File: src/rtl/eqp_pkg.sv
package eqp_pkg;
  typedef enum logic [2:0] {
    PH_IDLE = 3'd0,
    PH_P0   = 3'd1,
    PH_P1   = 3'd2,
    PH_P2   = 3'd3,
    PH_P3   = 3'd4,
    PH_DONE = 3'd5
  } eq_phase_e;

  localparam logic [1:0] EC_00 = 2'b00;
  localparam logic [1:0] EC_01 = 2'b01;
  localparam logic [1:0] EC_10 = 2'b10;
  localparam logic [1:0] EC_11 = 2'b11;

  function automatic logic [1:0] ec_for(eq_phase_e p);
    case (p)
      PH_P1:   return EC_01;
      PH_P2:   return EC_10;
      PH_P3:   return EC_11;
      default: return EC_00;
    endcase
  endfunction
endpackage

File: src/rtl/eqp_code_filter.sv
module eqp_code_filter (
  input  logic       clk,
  input  logic       rst_n,
  input  logic       clr,
  input  logic       ts_valid,
  input  logic [1:0] code_in,
  output logic       conf_vld,
  output logic [1:0] conf_code
);
  logic [1:0] last_q;
  logic       have_q;

  always_ff @(posedge clk) begin
    if (!rst_n || clr) begin
      last_q    <= '0;
      have_q    <= 1'b0;
      conf_vld  <= 1'b0;
      conf_code <= '0;
    end else if (ts_valid) begin
      if (have_q && code_in == last_q) begin
        conf_vld  <= 1'b1;
        conf_code <= code_in;
      end
      last_q <= code_in;
      have_q <= 1'b1;
    end
  end


  confirm_chk: assert property (@(posedge clk) disable iff (!rst_n)
    $rose(conf_vld) |-> $past(ts_valid));
endmodule

File: src/rtl/eqp_timer.sv
module eqp_timer #(
  parameter int LIMIT = 4096
) (
  input  logic clk,
  input  logic rst_n,
  input  logic active,
  input  logic restart,
  output logic expired
);
  localparam int CW = $clog2(LIMIT + 1);
  logic [CW-1:0] cnt;

  always_ff @(posedge clk) begin
    if (!rst_n || restart || !active) cnt <= '0;
    else                              cnt <= cnt + 1'b1;
  end

  assign expired = active && (cnt == CW'(LIMIT - 1));


  cnt_bound_chk: assert property (@(posedge clk) disable iff (!rst_n)
    cnt < CW'(LIMIT));
endmodule

File: src/rtl/eqp_lane.sv
module eqp_lane #(
  parameter int PW = 4
) (
  input  logic          clk,
  input  logic          rst_n,
  input  logic          run,
  output logic          req_valid,
  input  logic          req_ready,
  output logic [PW-1:0] req_preset,
  input  logic          eval_valid,
  output logic          eval_ready,
  input  logic          eval_pass,
  output logic          lane_done
);
  logic          outst, done_q;
  logic [PW-1:0] pre_q;

  always_ff @(posedge clk) begin
    if (!rst_n || !run) begin
      outst  <= 1'b0;
      done_q <= 1'b0;
      pre_q  <= '0;
    end else if (outst) begin
      if (eval_valid) begin
        outst <= 1'b0;
        if (eval_pass) done_q <= 1'b1;
        else           pre_q  <= pre_q + 1'b1;
      end
    end else if (!done_q && req_ready) begin
      outst <= 1'b1;
    end
  end

  assign req_valid  = run && !done_q && !outst;
  assign eval_ready = outst;
  assign req_preset = pre_q;
  assign lane_done  = done_q;


  req_hold_chk: assert property (@(posedge clk) disable iff (!rst_n)
    (req_valid && !req_ready) |=> (!run || (req_valid && $stable(req_preset))));

  one_open_chk: assert property (@(posedge clk) disable iff (!rst_n)
    (req_valid && req_ready) |=> !req_valid);
endmodule

File: src/rtl/eqp_ctrl.sv
module eqp_ctrl #(
  parameter int LANES   = 4,
  parameter int PW      = 4,
  parameter int VW      = 6,
  parameter int TMO_CYC = 4096
) (
  input  logic                clk,
  input  logic                rst_n,
  input  logic                start,
  input  logic                dsp_role,
  input  logic                rate_ge8,
  input  logic                bypass_mid,
  input  logic                rate_is_max,
  input  logic                coarse_ok,
  input  logic                rx_ts_valid,
  input  logic [1:0]          rx_ec,
  input  logic [VW-1:0]       rx_lf,
  input  logic [VW-1:0]       rx_fs,
  input  logic [VW-1:0]       rx_post,
  input  logic [VW-1:0]       loc_lf,
  input  logic [VW-1:0]       loc_fs,
  input  logic [VW-1:0]       loc_post,
  input  logic [PW-1:0]       loc_preset,
  output logic [1:0]          tx_ec,
  output logic [VW-1:0]       tx_lf,
  output logic [VW-1:0]       tx_fs,
  output logic [VW-1:0]       tx_post,
  output logic [PW-1:0]       tx_preset,
  output logic [VW-1:0]       rem_lf,
  output logic [VW-1:0]       rem_fs,
  output logic [VW-1:0]       rem_post,
  output logic [LANES-1:0]    req_valid,
  input  logic [LANES-1:0]    req_ready,
  output logic [LANES*PW-1:0] req_preset,
  input  logic [LANES-1:0]    eval_valid,
  output logic [LANES-1:0]    eval_ready,
  input  logic [LANES-1:0]    eval_pass,
  output logic [2:0]          phase,
  output logic                eq_done,
  output logic                eq_fail
);
  import eqp_pkg::*;

  eq_phase_e st, nxt;
  logic conf_vld, expired, in_phase, master, all_pass, elig;
  logic [1:0] conf_code;
  logic [LANES-1:0] lane_done;

  assign elig     = rate_ge8 && (!bypass_mid || rate_is_max);
  assign in_phase = (st == PH_P0) || (st == PH_P1) || (st == PH_P2) || (st == PH_P3);
  assign master   = dsp_role ? (st == PH_P3) : (st == PH_P2);
  assign all_pass = master && (&lane_done);

  eqp_code_filter u_filt (
    .clk(clk), .rst_n(rst_n), .clr(st == PH_IDLE), .ts_valid(rx_ts_valid),
    .code_in(rx_ec), .conf_vld(conf_vld), .conf_code(conf_code)
  );

  eqp_timer #(.LIMIT(TMO_CYC)) u_tmr (
    .clk(clk), .rst_n(rst_n), .active(in_phase), .restart(nxt != st),
    .expired(expired)
  );

  for (genvar l = 0; l < LANES; l++) begin : g_lane
    eqp_lane #(.PW(PW)) u_lane (
      .clk(clk), .rst_n(rst_n), .run(master),
      .req_valid(req_valid[l]), .req_ready(req_ready[l]),
      .req_preset(req_preset[l*PW +: PW]),
      .eval_valid(eval_valid[l]), .eval_ready(eval_ready[l]),
      .eval_pass(eval_pass[l]), .lane_done(lane_done[l])
    );
  end

  always_comb begin
    nxt = st;
    case (st)
      PH_IDLE: if (start && elig) nxt = dsp_role ? PH_P1 : PH_P0;
      PH_P0:   if (conf_vld && conf_code == EC_01) nxt = PH_P1;
      PH_P1: begin
        if (dsp_role) begin
          if (conf_vld && conf_code == EC_01) nxt = coarse_ok ? PH_DONE : PH_P2;
        end else if (conf_vld && conf_code == EC_10) nxt = PH_P2;
        else if (conf_vld && conf_code == EC_00)     nxt = PH_DONE;
      end
      PH_P2: begin
        if (dsp_role) begin
          if (conf_vld && conf_code == EC_11) nxt = PH_P3;
        end else if (all_pass) nxt = PH_P3;
      end
      PH_P3: begin
        if (dsp_role) begin
          if (all_pass) nxt = PH_DONE;
        end else if (conf_vld && conf_code == EC_00) nxt = PH_DONE;
      end
      PH_DONE: if (!start) nxt = PH_IDLE;
      default: nxt = PH_IDLE;
    endcase
    if (expired) nxt = PH_IDLE;
  end

  always_ff @(posedge clk) begin
    if (!rst_n) begin
      st       <= PH_IDLE;
      eq_fail  <= 1'b0;
      rem_lf   <= '0;
      rem_fs   <= '0;
      rem_post <= '0;
    end else begin
      st      <= nxt;
      eq_fail <= expired;
      if (st == PH_P1 && rx_ts_valid) begin
        rem_lf   <= rx_lf;
        rem_fs   <= rx_fs;
        rem_post <= rx_post;
      end
    end
  end

  assign phase     = st;
  assign tx_ec     = ec_for(st);
  assign eq_done   = (st == PH_DONE);
  assign tx_lf     = (st == PH_P1) ? loc_lf   : '0;
  assign tx_fs     = (st == PH_P1) ? loc_fs   : '0;
  assign tx_post   = (st == PH_P1) ? loc_post : '0;
  assign tx_preset = (st == PH_P0 || st == PH_P1) ? loc_preset : '0;


  fail_idle_chk: assert property (@(posedge clk) disable iff (!rst_n)
    eq_fail |-> (st == PH_IDLE));

  done_entry_chk: assert property (@(posedge clk) disable iff (!rst_n)
    $rose(eq_done) |-> ($past(st) == PH_P1 || $past(st) == PH_P3));

  idle_inelig_chk: assert property (@(posedge clk) disable iff (!rst_n)
    (st == PH_IDLE && !elig) |=> (st == PH_IDLE));
endmodule

File: config.mk
export PLATFORM = sky130hd
export DESIGN_NAME = eqp_ctrl
export DESIGN_NICKNAME = d
export VERILOG_FILES = /design/src/rtl/eqp_pkg.sv /design/src/rtl/eqp_code_filter.sv /design/src/rtl/eqp_timer.sv /design/src/rtl/eqp_lane.sv /design/src/rtl/eqp_ctrl.sv
export SDC_FILE = /design/constraint.sdc
export NUM_CORES = 1
export LEC_CHECK = 0
export CAP_MARGIN = 10
export CELL_PAD_IN_SITES_DETAIL_PLACEMENT = 1
export CELL_PAD_IN_SITES_GLOBAL_PLACEMENT = 1
export CORE_UTILIZATION = 40
export CTS_CLUSTER_SIZE = 40
export DETAILED_ROUTE_END_ITERATION = 16
export DONT_BUFFER_PORTS = 1
export PLACE_DENSITY_LB_ADDON = 0.25
export SYNTH_ARGS = -nofsm -noshare
export SYNTH_HDL_FRONTEND = slang
export SYNTH_SLANG_ARGS = --single-unit
File: constraint.sdc
create_clock -name clk -period 2.15 [get_ports clk]
set_input_delay 0.1075 -clock clk [delete_from_list [all_inputs] [get_ports clk]]
set_output_delay 0.1075 -clock clk [all_outputs]
set_load 0.005 [all_outputs]
# == Word level (Yosys, flattened, before mapping) ==
# Cells that the tools add are included.
# word_totals
regBits,65
inputBits,63
wordCells,130
# op_classes
addsub,5
n_eq_ne,11
muxes,34
bitwise_logic,4
n_reduce_logical,54
# ops
cell,count
2-to-1 mux 3 bit,14
AND reduction 3 bit,8
logical AND 1 bit,22
2-to-1 mux 6 bit,3
case mux 3 bit (6 select lines),1
"adder 4 x 1 -> 4 bit, second input constant",4
"adder 13 x 1 -> 13 bit, second input constant",1
"equality test 13 x 12 -> 1 bit, second input constant",1
2-to-1 mux 1 bit,13
zero test 1 bit,12
logical OR 1 bit,8
"equality test 3 x 2 -> 1 bit, second input constant",2
"equality test 3 bit, second input constant",2
case mux 2 bit (3 select lines),1
"equality test 2 bit, second input constant",2
2-to-1 mux 4 bit,1
NOT 1 bit,4
AND reduction 4 bit,1
"equality test 3 x 1 -> 1 bit, second input constant",1
zero test 3 bit,1
inequality test 3 bit,1
"equality test 2 x 1 -> 1 bit, second input constant",1
equality test 2 bit,1
zero test 2 bit,1
other kinds (2),2

# == Depth between registers and ports, before layout ==
# Gate-level depths: netlist of the first run.
# logic_depth
word_depth,10
ltp_mapped,9
ltp_nobuf,7

# == By module ==
# From an unflattened synthesis of the first run, not the netlist that was laid out.
# hier_totals
hier_cells,376
hier_area_um2,3206.8
# modules_own_cells
module,n_inst,cells_per_inst,area_per_inst_um2,seq_area_each_um2
eqp_ctrl,1,178,1357.6,440.4
eqp_lane,4,27,252.7,120.1
eqp_timer,1,65,596.8,260.2
eqp_code_filter,1,25,241.5,120.1

# == Worst setup path after synthesis of the first run ==
# OpenSTA, ideal clock, no wires.
# synth_path
path_type,register -> register
from,reg st[1] (netlist: phase[1])
to,reg u_tmr.cnt[2]
t_arrival_ps,1738
required_time_ps,2031
setup_slack_ps,293
path_stages_with_launch,10
path_buffers,2
path_cell_list,dfxtp_1 > buf_6 > and2b_4 > o2111ai_2 > o311ai_2 > nor4_4 > nor3_2 > o2111ai_2 > buf_6 > a21oi_2
# synth_via
elab_chain_cells,10
word_cells_on_any_way,30
classes_between,eq/ne (6); mux (15); reduce/logical (9)
# synth_rtl
item,line_no,source
from (decl),eqp_ctrl.sv:44,"eq_phase_e st, nxt;"
from (signal assigned),eqp_ctrl.sv:109,st <= nxt;
equality test 3 x 2 -> 1 bit or equality test 3 bit (tied branches),"eqp_ctrl.sv:50, eqp_ctrl.sv:51, eqp_ctrl.sv:76",
2-to-1 mux 1 bit,eqp_ctrl.sv:51,assign master = dsp_role ? (st == PH_P3) : (st == PH_P2);
logical AND 1 bit,eqp_ctrl.sv:52,assign all_pass = master && (&lane_done);
2-to-1 mux 3 bit (on tied branches),"eqp_ctrl.sv:92, eqp_ctrl.sv:88",
2-to-1 mux 3 bit (on tied branches),"eqp_ctrl.sv:91, eqp_ctrl.sv:86",
case mux 3 bit (6 select lines),eqp_ctrl.sv:76,case (st)
2-to-1 mux 3 bit,eqp_ctrl.sv:98,if (expired) nxt = PH_IDLE;
inequality test 3 bit,eqp_ctrl.sv:60,".clk(clk), .rst_n(rst_n), .active(in_phase), .restart(nxt != st),"
logical OR 1 bit,eqp_timer.sv:14,if (!rst_n || restart || !active) cnt <= '0;
logical OR 1 bit (*),eqp_timer.sv:14,
to (signal assigned),eqp_timer.sv:15,else cnt <= cnt + 1'b1;
to (decl),eqp_timer.sv:11,logic [CW-1:0] cnt;
# Mark *: on every way between the ends. The rest lies on a longest branch, timed or not.
# A chain may end at the register's enable or synchronous reset.

# == Worst setup path in the final report of the first run ==
# layout_path
from,reg u_filt.conf_code[0]
to,reg u_tmr.cnt[5]
# layout_via
elab_chain_cells,10
word_cells_on_any_way,21
classes_between,eq/ne (4); mux (10); reduce/logical (7)
# layout_rtl
item,line_no,source
from (decl),eqp_code_filter.sv:8,output logic [1:0] conf_code
from (signal assigned),eqp_code_filter.sv:22,conf_code <= code_in;
zero test 2 bit,"eqp_ctrl.sv:83, eqp_ctrl.sv:93",
logical AND 1 bit,"eqp_ctrl.sv:83, eqp_ctrl.sv:93",
2-to-1 mux 3 bit,"eqp_ctrl.sv:83, eqp_ctrl.sv:93",
2-to-1 mux 3 bit,eqp_ctrl.sv:82,end else if (conf_vld && conf_code == EC_10) nxt = PH_P2;
2-to-1 mux 3 bit,eqp_ctrl.sv:80,if (dsp_role) begin
case mux 3 bit (6 select lines) (*),eqp_ctrl.sv:76,
2-to-1 mux 3 bit (*),eqp_ctrl.sv:98,
inequality test 3 bit (*),eqp_ctrl.sv:60,
logical OR 1 bit (*) (2 in series),eqp_timer.sv:14,
# Marks and branches as above.

==> results_dict.tcl, run 1 <==
set metrics [dict create \
    p_clk_frac 0.425 \
    vias_per_cell 5.32 \
    power_w 0.00245 \
    start_util 0.421 \
    grt_max_degree 25 \
    fin_util 0.537 \
    cp_top_family "compound AO/OA/AOI/OAI gates" \
    htreeDepth 3 \
    seq_power_share 0.498 \
    outcome "finished, final reports clean" \
    vias 2945 \
    max_freq_ghz 0.490 \
    synth_edf_count 0 \
    grt_usage 0.219 \
    port_buffers 0 \
    n_antenna_cell 0 \
    switching_share 0.234 \
    final_common_cell "dfxtp_1" \
    cpMaxStageDelayCell "a311o_1" \
    drv_cap 0 \
    p_sw_w 0.000573 \
    gp_congestion 0.849 \
    yosys-top-cells-area "dfxtp_1 39%, nand2_1 6.8%, nor2_1 5.2%" \
    syn2layout_area_growth_pct 27.4 \
    critPathLaunchType "flip-flop" \
    clkTransAtPathRegs_ns 0.07 \
    cts-root-buf "clkbuf_8" \
    numCtsBuffers 9 \
    chipWidth_um 93.2 \
    p_comb_frac 0.077 \
    dieArea_mm2 0.00868 \
    ys.flop_type "dfxtp_1" \
    core-area_mm2 0.00789 \
    die_height_um 93.2 \
    yosysTopAreaCellShare 0.391 \
    async_reset_ff_frac 0 \
    cts_buffer_depth 2 \
    dp_slack_ns -0.246 \
    layout_common_cells "61 x dfxtp_1, 60 x nand2_1, 46 x nor2_1" \
    yosysSeqAreaShare 0.391 \
    clock-sinks 65 \
    path_max_fanout 8 \
    synth_cell_type_count 56 \
    final_nets 515 \
    wire_per_inst_um 16.7 \
    path_cells "buf_4 > a311o_1 > a21oi_2 > nor4_4 > buf_4 > a211o_1 > o2111ai_4 > buf_12 > a21oi_2" \
    maxSlewViolCount 0 \
    syn_nets 455 \
    drt_wl_total_um 9260 \
    hold_class "input pin to flip-flop" \
    critical_path_class "flip-flop to flip-flop" \
    dr.pass1.iters 4 \
    pin_count 134 \
    antenna_found_initial 0 \
    final.min_clock_period_ns 2.04 \
    slew_headroom 0.599 \
    required_ns 2.38 \
    vdd_drop_max_mv 0.380 \
    overflow 0 \
    fin_ws_ns 0.110 \
    yosysWarnings 0 \
    hpwl_um 6360 \
    drc 0 \
    yosys.area.top_type "dfxtp_1" \
    cts_tree "built" \
    power.internal_w 0.00188 \
    std_cell_rows 32 \
    powerDensity_mw_per_mm2 579 \
    setup_violations 0 \
    hold_violations 0 \
    worst_pin_slew_ns 0.600 \
    leakagePower_nw 1.54 \
    clock-skew-final_ns 0.00932 \
    tns_ns 0 \
    crit_path_end_kind "flip-flop" \
    crit_buf_inv 3 \
    drive_gt1_frac 0.206 \
    synthCells 387 \
    fin_crit_sh 0.949 \
    rsz0062_at_grt "false" \
    arrival_ns 2.27 \
    syn_area_mm2 0.00332 \
    clk_latency_ns 0.35 \
    final_antenna_net_count 0 \
    grt_pass1_wl_um 14900 \
    drt-initial-drc-count 83 \
    synth_seq_cells 65 \
    critical-path-max-stage-delay_ns 0.36 \
    syn_avg_cell_area_um2 8.59 \
    grt_pass1_vias 3106 \
]
routing by layer:
| layer | vias to the layer above | track usage | share of wire |
|---|---|---|---|
| met5 | - | 0 | 0 |
| met2 | 86 | 0.412 | 0.53 |
| li1 | 1424 | - | - |
| met3 | 14 | 0.0618 | 0.060 |
| met1 | 1421 | 0.231 | 0.40 |
| met4 | 0 | 0.0731 | 0.013 |
cell families after synthesis:
| family | share of synthesized area |
|---|---|
| AND/OR/NAND/NOR | 0.277 |
| AO/OA/AOI/OAI | 0.168 |
| flip-flops | 0.391 |
| buffers and inverters | 0.0610 |
| XOR/XNOR | 0.0685 |
| multiplexers | 0.0151 |
| adder cells (fa/ha/maj) | 0.0188 |
Yosys cell counts (all sizes together) (5+ instances only):
library cell	instances
dfxtp	65
nand2	61
nor2	47
a21oi	24
and2	23
a21boi	19
xor2	17
buf	15
clkbuf	12
nand3	10
xnor2	9
nand4	8
o21ai	8
nor2b	7
nor3	7
a31oi	6
and3	5
ha	5
inv	5
mux2i	5
timing repair:
item / 4_1_cts / 5_1_grt
hold buffers: 38 / 0
endpoints found under the hold margin: 36 / 0
gates resized for setup: 7 / 9
setup buffers: 2 / 1
setup endpoints to repair: 13 / 12
pin swaps: 1 / 7
sequential cells by signal, summed over array words and instances, names as in the netlist:
register,count
g_lane.u_lane.lane_done,4
u_filt.conf_code,2
u_filt.conf_vld,1
rem_lf,6
eq_fail,1
phase,3
rem_post,6
g_lane.u_lane.eval_ready,4
u_filt.have_q,1
u_tmr.cnt,13
u_filt.last_q,2
rem_fs,6
g_lane.u_lane.req_preset,16
power groups by stage:
stage,registers (W),clock network (W),logic (W)
finish,0.00122,0.00104,0.000188
global route,0.00122,0.00112,0.000204
CTS,0.00122,0.00107,0.000183
detailed placement,0.00125,0,0.000113
global placement,0.00125,0,0.000110
floorplan,0.00125,0,0.0000946
per-stage QoR:
stage | instances | hold slack, ns | cell area (um2)
floorplan | 387 | 0.247 | 3320
global placement | 497 | 0.234 | 3540
detailed placement | 497 | 0.245 | 3540
CTS | 553 | 0.0191 | 4200
global route | 554 | 0.0295 | 4240
finish | 554 | 0.0200 | 4240
final timing paths:
kind                       start       endpoint  slack, ns  cells past startpoint
max          u_filt.conf_code[0]   u_tmr.cnt[5]       0.11                      9
min                        rst_n       phase[1]       0.02                      2
max reg2reg  u_filt.conf_code[0]   u_tmr.cnt[5]       0.11                      9
min reg2reg        u_filt.have_q  u_filt.have_q       0.47                      2
worst register-to-register path: stages (launching register included):
cell and delay [ns]:
dfxtp_1 0.35, buf_4 0.16, a311o_1 0.36, a21oi_2 0.20
nor4_4 0.07, buf_4 0.15, a211o_1 0.26, o2111ai_4 0.13
buf_12 0.19, a21oi_2 0.06
layout make-up:
type	count	area, um2
multi-input cells	290	1890
flip-flops and latches	65	1310
fillers	911	3650
repair buffers	76	694
clock inverters	5	55.1
inverters	5	21.3
clock buffers	11	141
well taps	102	128
Note: power is estimated with default switching activity, not from simulation.
==> run 2: changes to the inputs <==
--- a/config.mk
+++ b/config.mk
@@ -12,7 +12,8 @@
 export CTS_CLUSTER_SIZE = 40
 export DETAILED_ROUTE_END_ITERATION = 16
 export DONT_BUFFER_PORTS = 1
-export PLACE_DENSITY_LB_ADDON = 0.25
+export HOLD_SLACK_MARGIN = 0.15
+export PLACE_DENSITY_LB_ADDON = 0.2
 export SYNTH_ARGS = -nofsm -noshare
 export SYNTH_HDL_FRONTEND = slang
 export SYNTH_SLANG_ARGS = --single-unit
==> results_dict.tcl, run 2 (synthesized netlist as in run 1, its figures left out) <==
set metrics [dict create \
    clock-sinks 65 \
    final_common_cell "dfxtp_1" \
    vdd_drop_max_mv 0.367 \
    wire_per_inst_um 16.3 \
    clkTransAtPathRegs_ns 0.07 \
    gp_congestion 0.837 \
    dieArea_mm2 0.00868 \
    hold_class "input pin to flip-flop" \
    final_antenna_net_count 0 \
    clock-skew-final_ns 0.00855 \
    final_nets 496 \
    chipWidth_um 93.2 \
    drive_gt1_frac 0.141 \
    grt_pass1_vias 2940 \
    grt_max_degree 25 \
    post-cts-setup-buffer-count 0 \
    p_comb_frac 0.066 \
    hold_violations 0 \
    p_clk_frac 0.475 \
    drt-initial-drc-count 66 \
    std_cell_rows 32 \
    maxSlewViolCount 0 \
    final.min_clock_period_ns 2.03 \
    die_height_um 93.2 \
    rsz0062_at_grt "false" \
    grt_usage 0.208 \
    place_inst 475 \
    largest_reg_flops 16 \
    switching_share 0.219 \
    vias_per_cell 5.27 \
    cts_tree "built" \
    grt-busiest-layer "met2" \
    slew_headroom 0.583 \
    drv_cap 0 \
    worst_pin_slew_ns 0.623 \
    clk_latency_ns 0.34 \
    port_buffers 0 \
    layout_common_cells "65 x dfxtp_1, 60 x nand2_1, 46 x nor2_1" \
    grtUsageMet3 0.0748 \
    grt.met1_usage 0.229 \
    seq_power_share 0.458 \
    core-area_mm2 0.00789 \
    p_sw_w 0.000582 \
    drc 0 \
    hpwl_um 6000 \
    setup_violations 0 \
    max_freq_ghz 0.494 \
    crit_path_end_kind "flip-flop" \
    tns_ns 0 \
    fillers 919 \
    start_util 0.421 \
    grt_pass1_wl_um 14100 \
    required_ns 2.37 \
    syn2layout_area_growth_pct 22.2 \
    use_met2 0.376 \
    critical_path_class "flip-flop to flip-flop" \
    fin_crit_sh 0.942 \
    cts-root-buf "clkbuf_8" \
    path_max_fanout 13 \
    cts_buffer_depth 2 \
    leakagePower_nw 1.43 \
    arrival_ns 2.25 \
    overflow 0 \
    pin_count 134 \
    power.internal_w 0.00208 \
    power_w 0.00266 \
    antenna_found_initial 0 \
    numCtsBuffers 9 \
    outcome "finished, final reports clean" \
    drt_wl_total_um 8720 \
    powerDensity_mw_per_mm2 655 \
    critPathLaunchType "flip-flop" \
    vias 2818 \
    n_antenna_cell 0 \
    htreeDepth 3 \
    finalNonFillerCells 535 \
    dr.pass1.iters 4 \
]
-- run 2: changes by cell type in the layout (fill, tap and decap cells not counted), moves of 2 or more --
cell,previous run,this run
dfxtp_1,61,65
o2111ai_4,2,0
dlygate4sd3_1,38,44
bufinv_16,1,3
dfxtp_2,4,0
buf_4,35,12
-- run 2: cell type report --
| type | count | area [um2] | area share |
|---|---|---|---|
| clock buffers | 9 | 124 | 0.0305 |
| clock inverters | 7 | 119 | 0.0293 |
| inverters | 5 | 18.8 | 0.00462 |
| multi-input cells | 290 | 1820 | 0.448 |
| flip-flops and latches | 65 | 1300 | 0.320 |
| well taps | 102 | 128 | 0.0314 |
| repair buffers | 57 | 551 | 0.136 |
-- run 2: path summary, 6_finish.rpt --
path / start / to / slack [ns] / depth (start not counted)
min reg2reg: u_tmr.cnt[0] / u_tmr.cnt[0] / 0.46 / 1
max: phase[1] / u_tmr.cnt[12] / 0.12 / 8
max reg2reg: phase[1] / u_tmr.cnt[12] / 0.12 / 8
min: rx_ec[0] / u_filt.conf_vld / 0.16 / 4
-- run 2: power by group through the flow --
| stage | combinational, W | clock, W | sequential, W |
|---|---|---|---|
| 5_1_grt | 0.000192 | 0.00136 | 0.00122 |
| 3_3_place_gp | 0.000106 | 0 | 0.00125 |
| 3_5_place_dp | 0.000107 | 0 | 0.00125 |
| 6_report | 0.000176 | 0.00126 | 0.00122 |
| 4_1_cts | 0.000176 | 0.00130 | 0.00122 |
| 2_1_floorplan | 0.0000946 | 0 | 0.00125 |
-- run 2: worst max-delay path, cell delays in order, from the launching register on --
cell and delay (ns):
dfxtp_1 0.46, and2b_4 0.25, o2111ai_2 0.19, o311ai_2 0.15, nor4_4 0.27, nor3_2 0.09, o2111ai_2 0.23, buf_12 0.19
a21oi_1 0.07
-- run 2: routing by layer --
layer,wire length (um),vias to the layer above
met5,0,-
met4,97,0
met3,487,10
met2,4630,77
met1,3500,1349
li1,-,1382
-- run 2: repair_timing --
| action | in CTS | in global routing |
|---|---|---|
| endpoints found under the setup margin | 0 | 0 |
| endpoints found under the hold margin | 52 | 0 |
| resized for setup | 0 | 0 |
| hold buffers | 44 | 0 |
-- run 2: metrics by stage --
step           instance area [um2]  hold slack, ns  worst slack [ns]  utilization
3_5_place_dp                  3380           0.242             0.148        0.428
6_report                      4060           0.156             0.125        0.515
3_3_place_gp                  3380           0.234             0.191        0.428
5_1_grt                       4060           0.154           0.00717        0.515
4_1_cts                       4060           0.151             0.123        0.515
2_1_floorplan                 3320           0.247             0.293            -
==> run 3: changes to the inputs <==
--- a/config.mk
+++ b/config.mk
@@ -5,13 +5,13 @@
 export SDC_FILE = /design/constraint.sdc
 export NUM_CORES = 1
 export LEC_CHECK = 0
+export BUFFER_PORTS_ARGS = -buffer_cell sky130_fd_sc_hd__buf_2
 export CAP_MARGIN = 10
 export CELL_PAD_IN_SITES_DETAIL_PLACEMENT = 1
 export CELL_PAD_IN_SITES_GLOBAL_PLACEMENT = 1
-export CORE_UTILIZATION = 40
+export CORE_UTILIZATION = 35
 export CTS_CLUSTER_SIZE = 40
 export DETAILED_ROUTE_END_ITERATION = 16
-export DONT_BUFFER_PORTS = 1
 export HOLD_SLACK_MARGIN = 0.15
 export PLACE_DENSITY_LB_ADDON = 0.2
 export SYNTH_ARGS = -nofsm -noshare
==> results_dict.tcl, run 3 (synthesized netlist as in run 1, its figures left out) <==
set metrics [dict create \
    outcome "finished, final reports clean" \
    path_max_fanout 13 \
    drive_gt1_frac 0.349 \
    syn2layout_area_growth_pct 41.2 \
    crit_path_start "phase[0]" \
    final_common_cell "buf_2" \
    regArea_mm2 0.00131 \
    leakagePower_nw 2.03 \
    grt_pass1_wl_um 16200 \
    overflow 0 \
    hpwl_um 6930 \
    slew_headroom 0.555 \
    dr.pass1.iters 4 \
    final_antenna_net_count 0 \
    clk_latency_ns 0.35 \
    required_ns 2.43 \
    largest_reg_flops 16 \
    gp_congestion 0.881 \
    vias_per_cell 4.81 \
    critical-path-max-stage-delay_ns 0.49 \
    fin_ws_ns 0.124 \
    antenna_found_initial 0 \
    vias 3305 \
    start_util 0.360 \
    die_height_um 99.5 \
    drv_cap 0 \
    wire_per_inst_um 14.6 \
    setup_violations 0 \
    final_nets 621 \
    clkTransAtPathRegs_ns 0.08 \
    maxSlewViolCount 0 \
    drt-initial-drc-count 79 \
    hold_class "input pin to flip-flop" \
    chipWidth_um 99.5 \
    clock-skew-final_ns 0.00876 \
    r2r_start "phase[0]" \
    dp_slack_ns 0.0883 \
    pin_count 134 \
    htreeDepth 3 \
    grt_pass1_vias 3386 \
    final.min_clock_period_ns 2.03 \
    worst_pin_slew_ns 0.666 \
    holdCritStartpoint "eval_valid[1]" \
    port_buffers 133 \
    fillers 1158 \
    core-area_mm2 0.00924 \
    grt_usage 0.207 \
    numCtsBuffers 9 \
    path_cells "inv_2 > a311o_1 > a21oi_2 > nor4_4 > nor3_2 > o2111ai_2 > buf_12 > a21oi_1" \
    arrival_ns 2.31 \
    vdd_drop_max_mv 0.328 \
    drc 0 \
    cts_tree "built" \
    critical_path_class "flip-flop to flip-flop" \
    std_cell_rows 35 \
    postLayoutCellArea_mm2 0.00470 \
    dieArea_mm2 0.00989 \
    cts-root-buf "clkbuf_8" \
    critPathLaunchType "flip-flop" \
    layout_common_cells "133 x buf_2, 62 x dfxtp_1, 60 x nand2_1" \
    multi_input_area_mm2 0.00183 \
    clock-sinks 65 \
    n_antenna_cell 0 \
    fin_crit_sh 0.942 \
    drt_wl_total_um 10000 \
    placed_area_mm2 0.00407 \
    hold_violations 0 \
    grt_max_degree 25 \
    cpMaxStageDelayCell "dfxtp_1" \
    power_w 0.00265 \
    cts_buffer_depth 2 \
    powerDensity_mw_per_mm2 564 \
    crit_path_end_kind "flip-flop" \
    max_freq_ghz 0.494 \
]
run 3: worst paths after layout:
check | end | cells past startpoint | slack [ns]
worst max register to register | u_tmr.cnt[0] | 8 | 0.12
worst min register to register | rem_post[3] | 2 | 0.47
worst min-delay path | g_lane[1].u_lane.req_preset[1] | 4 | 0.15
worst max-delay path | u_tmr.cnt[0] | 8 | 0.12
run 3: power by group:
group          leakage, nW  internal [W]  switching, W
sequential           0.525       0.00121    0.00000762
combinational         1.40      0.000138      0.000106
clock                0.113      0.000688      0.000498
run 3: what timing repair did:
| item | CTS | global route |
|---|---|---|
| hold buffers | 39 | 0 |
| gates resized for setup | 0 | 4 |
| setup endpoints to repair | 0 | 13 |
| setup buffers | 0 | 0 |
| endpoints found under the hold margin | 36 | 0 |
run 3: layout make-up:
cell class                      instances  area share
Multi-Input combinational cell        290       0.389
Sequential cell                        65       0.278
Timing Repair Buffer                  182       0.246
Tap cell                              129      0.0344
Clock buffer                           10      0.0293
Clock inverter                          6      0.0192
Inverter                                5     0.00400
run 3: metal layers:
layer  part of all wire  up-vias  track usage
li1                   -     1636            -
met1               0.41     1562        0.232
met2               0.53       90        0.376
met3              0.044       17       0.0555
met4              0.018        0       0.0713
met5                  0        -            0
run 3: per-stage QoR:
step | hold slack, ns | cells | TNS (ns) | util
after floorplan | 0.247 | 387 | 0 | -
final | 0.154 | 687 | 0 | 0.508
after global routing | 0.203 | 687 | -0.00277 | 0.508
after CTS | 0.151 | 687 | 0 | 0.507
after global placement | 0.338 | 632 | 0 | 0.440
after detailed placement | 0.345 | 632 | 0 | 0.440
run 3: critical path: cells and delay by family (launching register included):
| family | cells | cell delay, ns |
|---|---|---|
| buf+inv | 2 | 0.35 |
| compound gates | 4 | 0.82 |
| flops | 1 | 0.49 |
| simple gates | 2 | 0.29 |
